--- config.mk ---
export PLATFORM = sky130hd
export DESIGN_NAME = even_step_counter
export DESIGN_NICKNAME = d
export VERILOG_FILES = /design/src/rtl/even_ctr_pkg.sv /design/src/rtl/even_next_logic.sv /design/src/rtl/even_state_reg.sv /design/src/rtl/even_step_counter.sv
export SDC_FILE = /design/constraint.sdc
export NUM_CORES = 1
export LEC_CHECK = 0
export BUFFER_PORTS_ARGS = -buffer_cell sky130_fd_sc_hd__buf_4
export CAP_MARGIN = 20
export CORE_AREA = 2 2 39 41
export DETAILED_ROUTE_END_ITERATION = 8
export DIE_AREA = 0 0 41 43
export PLACE_DENSITY = 0.37
export SLEW_MARGIN = 40
export SYNTH_ARGS = -nofsm -noshare
export SYNTH_HDL_FRONTEND = slang
export SYNTH_HIERARCHICAL = 1
export SYNTH_SLANG_ARGS = --single-unit
--- constraint.sdc ---
create_clock -name clk -period 0.8 [get_ports clk]
set_input_delay 0.04 -clock clk [delete_from_list [all_inputs] [get_ports clk]]
set_output_delay 0.04 -clock clk [all_outputs]
set_load 0.05 [all_outputs]
--- src/rtl/even_ctr_pkg.sv ---
package even_ctr_pkg;

   // Selects how the next-state bits above bit 0 are formed
   typedef enum logic {
      NXT_CHAIN = 1'b0,   // toggle chain, any width
      NXT_SOP   = 1'b1    // minimized sum-of-products, 4-bit only
   } nxt_style_e;

   localparam int unsigned EVC_MIN_W = 2;
   localparam int unsigned EVC_SOP_W = 4;

endpackage

--- src/rtl/even_next_logic.sv ---
module even_next_logic
   import even_ctr_pkg::*;
#(
   parameter int unsigned W     = 4,
   parameter nxt_style_e  STYLE = NXT_SOP
) (
   input  logic [W-1:1] q_cur,
   output logic [W-1:0] q_nxt
);

   // Bit 0 is forced low in every variant
   assign q_nxt[0] = 1'b0;

   generate
      if (STYLE == NXT_SOP) begin : g_sop
         if (W != EVC_SOP_W) begin : g_bad_w
            $error("even_next_logic: SOP variant needs W == %0d", EVC_SOP_W);
         end
         assign q_nxt[1] = ~q_cur[1];
         assign q_nxt[2] = (q_cur[2] & ~q_cur[1]) | (~q_cur[2] & q_cur[1]);
         assign q_nxt[3] = (q_cur[3] & ~q_cur[1])
                         | (q_cur[3] & ~q_cur[2])
                         | (~q_cur[3] & q_cur[2] & q_cur[1]);
      end else begin : g_chain
         // ch[k] is high when every bit below k (down to 1) is set
         logic [W-1:1] ch;
         assign ch[1] = 1'b1;
         for (genvar k = 1; k < W - 1; k++) begin : g_link
            assign ch[k+1] = ch[k] & q_cur[k];
         end
         for (genvar k = 1; k < W; k++) begin : g_bit
            assign q_nxt[k] = q_cur[k] ^ ch[k];
         end
      end
   endgenerate

endmodule

--- src/rtl/even_state_reg.sv ---
module even_state_reg #(
   parameter int unsigned W        = 4,
   parameter int unsigned INIT_VAL = 0
) (
   input  logic         clk,
   input  logic         rst,
   input  logic         en,
   input  logic [W-1:0] d,
   output logic [W-1:0] q
);

   localparam logic [W-1:0] RST_CODE = INIT_VAL[W-1:0];

   always_ff @(posedge clk) begin
      if (rst)     q <= RST_CODE;
      else if (en) q <= d;
   end


   // reset_load_chk
   reset_load_chk: assert property (@(posedge clk) rst |=> q == RST_CODE);


   // hold_chk
   hold_chk: assert property (@(posedge clk) disable iff (rst)
      !en |=> $stable(q));

endmodule

--- src/rtl/even_step_counter.sv ---
module even_step_counter
   import even_ctr_pkg::*;
#(
   parameter int unsigned W        = 4,
   parameter int unsigned INIT_VAL = 0,
   parameter nxt_style_e  STYLE    = NXT_SOP
) (
   input  logic         clk,
   input  logic         rst,
   input  logic         en,
   output logic [W-1:0] q
);

   localparam longint unsigned CODE_SPAN = 64'd1 << W;

   generate
      if (W < EVC_MIN_W) begin : g_bad_w
         $error("even_step_counter: W must be at least %0d", EVC_MIN_W);
      end
      if (INIT_VAL >= CODE_SPAN) begin : g_bad_init
         $error("even_step_counter: INIT_VAL does not fit in W bits");
      end
   endgenerate

   logic [W-1:0] nxt;

   even_next_logic #(.W(W), .STYLE(STYLE)) u_next (
      .q_cur (q[W-1:1]),
      .q_nxt (nxt)
   );

   even_state_reg #(.W(W), .INIT_VAL(INIT_VAL)) u_reg (
      .clk (clk),
      .rst (rst),
      .en  (en),
      .d   (nxt),
      .q   (q)
   );


   // low_bit_clear_chk
   low_bit_clear_chk: assert property (@(posedge clk) disable iff (rst)
      en |=> q[0] == 1'b0);


   // bit1_toggle_chk
   bit1_toggle_chk: assert property (@(posedge clk) disable iff (rst)
      en |=> q[1] != $past(q[1]));

   generate
      if (W >= 3) begin : g_upper_chk

         // bit2_step_chk
         bit2_step_chk: assert property (@(posedge clk) disable iff (rst)
            en |=> q[2] == $past(q[2] ^ q[1]));

         // top_bit_step_chk
         top_bit_step_chk: assert property (@(posedge clk) disable iff (rst)
            en |=> q[W-1] == $past(q[W-1] ^ (&q[W-2:1])));
      end
   endgenerate

endmodule

# After elaboration in Yosys (flattened, before gate mapping)
# Index checks and enable logic that the tools add are counted.
[totals] register_bits=3 input_bits=3 out_inout_bits=4 wordCells=13
[op_classes] bitwise_logic=12
[op_table] operator="1-bit bitwise AND" count=6
[op_table] operator="1-bit NOT" count=3
[op_table] operator="1-bit bitwise OR" count=3

# Longest topological paths before layout
[depth] word_depth=4 ltp_mapped=4 depth_no_buf=4

# By module
# The synthesis kept the hierarchy.
[by_module_without_submodules] module="even_state_reg" n_inst=1 cells_each=13 area_per_inst_um2=140.1 seq_area_each_um2=80.1
[by_module_without_submodules] module="even_next_logic" n_inst=1 cells_each=6 area_per_inst_um2=36.3 seq_area_each_um2=0.0

# Least setup slack after synthesis
# Ideal clock, no wire load.
[synth_path] path_type="reg-to-reg" start="reg u_reg.q[1]" end="reg u_reg.q[3]" setup_ns=0.116 arrival_ns=1.119 t_required_ns=0.684 slack_ns=-0.435 stages_incl_launch_ff=5 path_buffers=0 period_less_slack_ns=1.235 path_cell_list="dfxtp_1 -> nand2_1 -> xnor2_1 -> mux2i_1 -> nor2_1"
[synth_via] elab_chain_len=4 word_cells_on_any_way=5 classes_between="5 x bitwise"
[synth_lines] item="start, declared" line_no="even_state_reg.sv:9" text="output logic [W-1:0] q"
[synth_lines] item="start signal, assigned" line_no="even_state_reg.sv:15" text="if (rst) q <= RST_CODE;"
[synth_lines] item="start signal, assigned" line_no="even_state_reg.sv:16" text="else if (en) q <= d;"
[synth_lines] item="1-bit NOT" line_no="even_next_logic.sv:21" text="assign q_nxt[3] = (q_cur[3] & ~q_cur[1])"
[synth_lines] item="1-bit bitwise AND" line_no="even_next_logic.sv:21"
[synth_lines] item="1-bit bitwise OR" line_no="even_next_logic.sv:22" text="| (q_cur[3] & ~q_cur[2])"
[synth_lines] item="1-bit bitwise OR (*)" line_no="even_next_logic.sv:23" text="| (~q_cur[3] & q_cur[2] & q_cur[1]);"
[synth_lines] item="named net nxt[3]" line_no="even_step_counter.sv:25" text="logic [W-1:0] nxt;"
# Mark *: on every way through the listed nets, which the timed path passes. The rest lies on a longest branch.
# A chain may end at the register's enable or synchronous reset.

# Final worst setup path
# Ends and elaborated chain as after synthesis.

==> metrics.txt <==
status finished with violations; failing checks setup timing; post-synthesis cell count 19; remaining routing DRC violations 0; Worst-Skew Late Latency 240 ps; CTS clk-pin slew, worst paths 40 ps; htree depth 1; Iteration-0 DRC Markers 2; endpoints failing hold 0; worst-path maximum fanout 5; Post-synth EDFFs 0; DP Worst Slack -16.0 ps; share of the synthesized area in the top cell type 0.454; CTS tree built; DP HPWL 242 µm; Worst Skew 2.16 ps; number of flip-flops in the largest register 4; fin crit period 824 ps; Setup Buffers After CTS 0; Layout area overhead 71.6%; clock share of power 0.445; TritonCTS buffer count 3; number of global-route vias before repair 144; routed length per instance 8.05 µm; RSZ-0062 raised after global routing yes; sequential-to-total area share from yosys stat 0.454; top layer in use met3; largest net degree at the start of global routing 6; deepest clock path buffer count 2; NetSw 0.178 mW; Ports 7; final period utilization 1.03; Post-Route WL 354 µm; CP Class reg2reg; Final GP Congestion 0.562; Warnings, synthesis 6; Setup TNS -31.2 ps; synth cell count leaders dfxtp_1 (4), mux2i_1 (4), nor2_1 (4); DIE AREA 1760 µm²; first-pass GRT wire length 565 µm; syn avg cell area 9.29 µm²; synthesized area 176 µm²; Synth Flop Type dfxtp_1; Num Clock Sinks 4; post-route cell area 303 µm²; CP arrival 950 ps; Req. time, crit path 930 ps; Yosys top cell by area dfxtp_1; synth top area cells dfxtp_1 (45%), mux2i_1 (23%), nor2_1 (8.5%); Async SR Flop Fraction 0; Max Slew Vio Count 0; P per Cell Area 2080 nW/µm²; metal3 WL 45 µm; worst vdd ir 0.429 mV; Critical Path End Type flop; met2 wire length 152 µm; initial core utilization 0.127; static leakage 0.138 nW; FF/Latch Area 92.6 µm²; fillers 153; clock root cell clkbuf_4; ant diodes 0; Via Count 139; hold crit path type in2reg; share of cells above drive strength 1 0.500; total congestion overflow 0; top flop regs u_reg/q: 4 flops; Setup Viol. Count Final 2; Reg with most FFs u_reg/q; switching share of power 0.282; crit path launch type flop; Horiz. Die Dim 41 µm; Via density 3.16; row cnt 14; synth unique cells 10; drt pass-1 iters 2; Detail Route Antenna Nets 0; sequential group share of total power 0.361; final worst slack -23.7 ps; Util after Layout 0.219; PortBufs 6; placed instance area 241 µm²; max cap viols 0; Comb power frac 0.194; GRT Util Overall 0.0553; final net count 32; wl on met1 156 µm; Core ar. 1380 µm²; die height 43 µm; Post-Syn Nets 22; Pint 0.453 mW; Multi-input gate area 82.6 µm²; Highest Clock Rate 1210 MHz; Yosys reg bits 4; initial antenna violation count 0
[final cells by class]
| type | count | share of cell area |
|---|---|---|
| Sequential cell | 4 | 0.306 |
| Timing Repair Buffer | 7 | 0.256 |
| Inverter | 1 | 0.0124 |
| Multi-Input combinational cell | 12 | 0.273 |
| Tap cell | 16 | 0.0661 |
| Clock buffer | 4 | 0.0868 |
[power by group through the flow]
stage	clock network (mW)	registers, mW	logic, mW
detailed placement	0	0.231	0.107
global placement	0	0.230	0.107
floorplan	0	0.273	0.0363
finish	0.281	0.228	0.122
CTS	0.298	0.230	0.120
global route	0.318	0.230	0.129
[path summary, 6_finish.rpt]
kind | from | to | slack, ps | cells past startpoint
worst max-delay path | u_reg/q[1] | u_reg/q[3] | -20 | 4
worst max register to register | u_reg/q[1] | u_reg/q[3] | -20 | 4
worst min register to register | u_reg/q[0] | u_reg/q[0] | 490 | 2
worst min-delay path | en | u_reg/q[3] | 110 | 3
[what timing repair did]
action,in CTS,in global routing
setup endpoints to repair,5,6
resized for setup,4,3
hold endpoints to repair,4,0
hold buffers,1,0
pin swaps,2,1
[through the flow]
stage,cells,hold WS (ps),power (mW)
final,44,108,0.631
after floorplan,19,103,0.309
after detailed placement,39,228,0.338
after global placement,39,227,0.337
after global routing,44,133,0.677
after CTS,44,105,0.648
[metal layers]
metal / global-route usage / up-vias
met5: 0 / -
met4: 0.0800 / 0
met3: 0.0419 / 0
met2: 0.0500 / 7
met1: 0.0613 / 59
li1: - / 73
[worst max-delay path: stages (launching register included)]
cell and delay, ps:
dfxtp_4 370, nand2_2 50, xnor2_1 120, mux2i_1 130, nor2_1 50
[placed cells by master (no fill, tap or decap)]
master	count
mux2i_1	4
nor2_1	4
clkbuf_4	3
dfxtp_4	3
buf_4	2
buf_6	2
buf_8	2
clkbuf_1	1
dlygate4sd3_1	1
nand2_2	1
xnor2_1	1
inv_1	1
xor2_1	1
conb_1	1
dfxtp_2	1
[logic make-up (layout without fill, tap and decap cells)]
group / after synthesis / after routing / synth area share
xor+xnor: 2 / 2 / 0.0993
buf+inv: 3 / 12 / 0.0922
flops: 4 / 4 / 0.454
mux: 4 / 4 / 0.227
other cells: 1 / 1 / 0.0213
simple gates: 5 / 5 / 0.106
No activity file was read; power rests on OpenSTA's default activity.
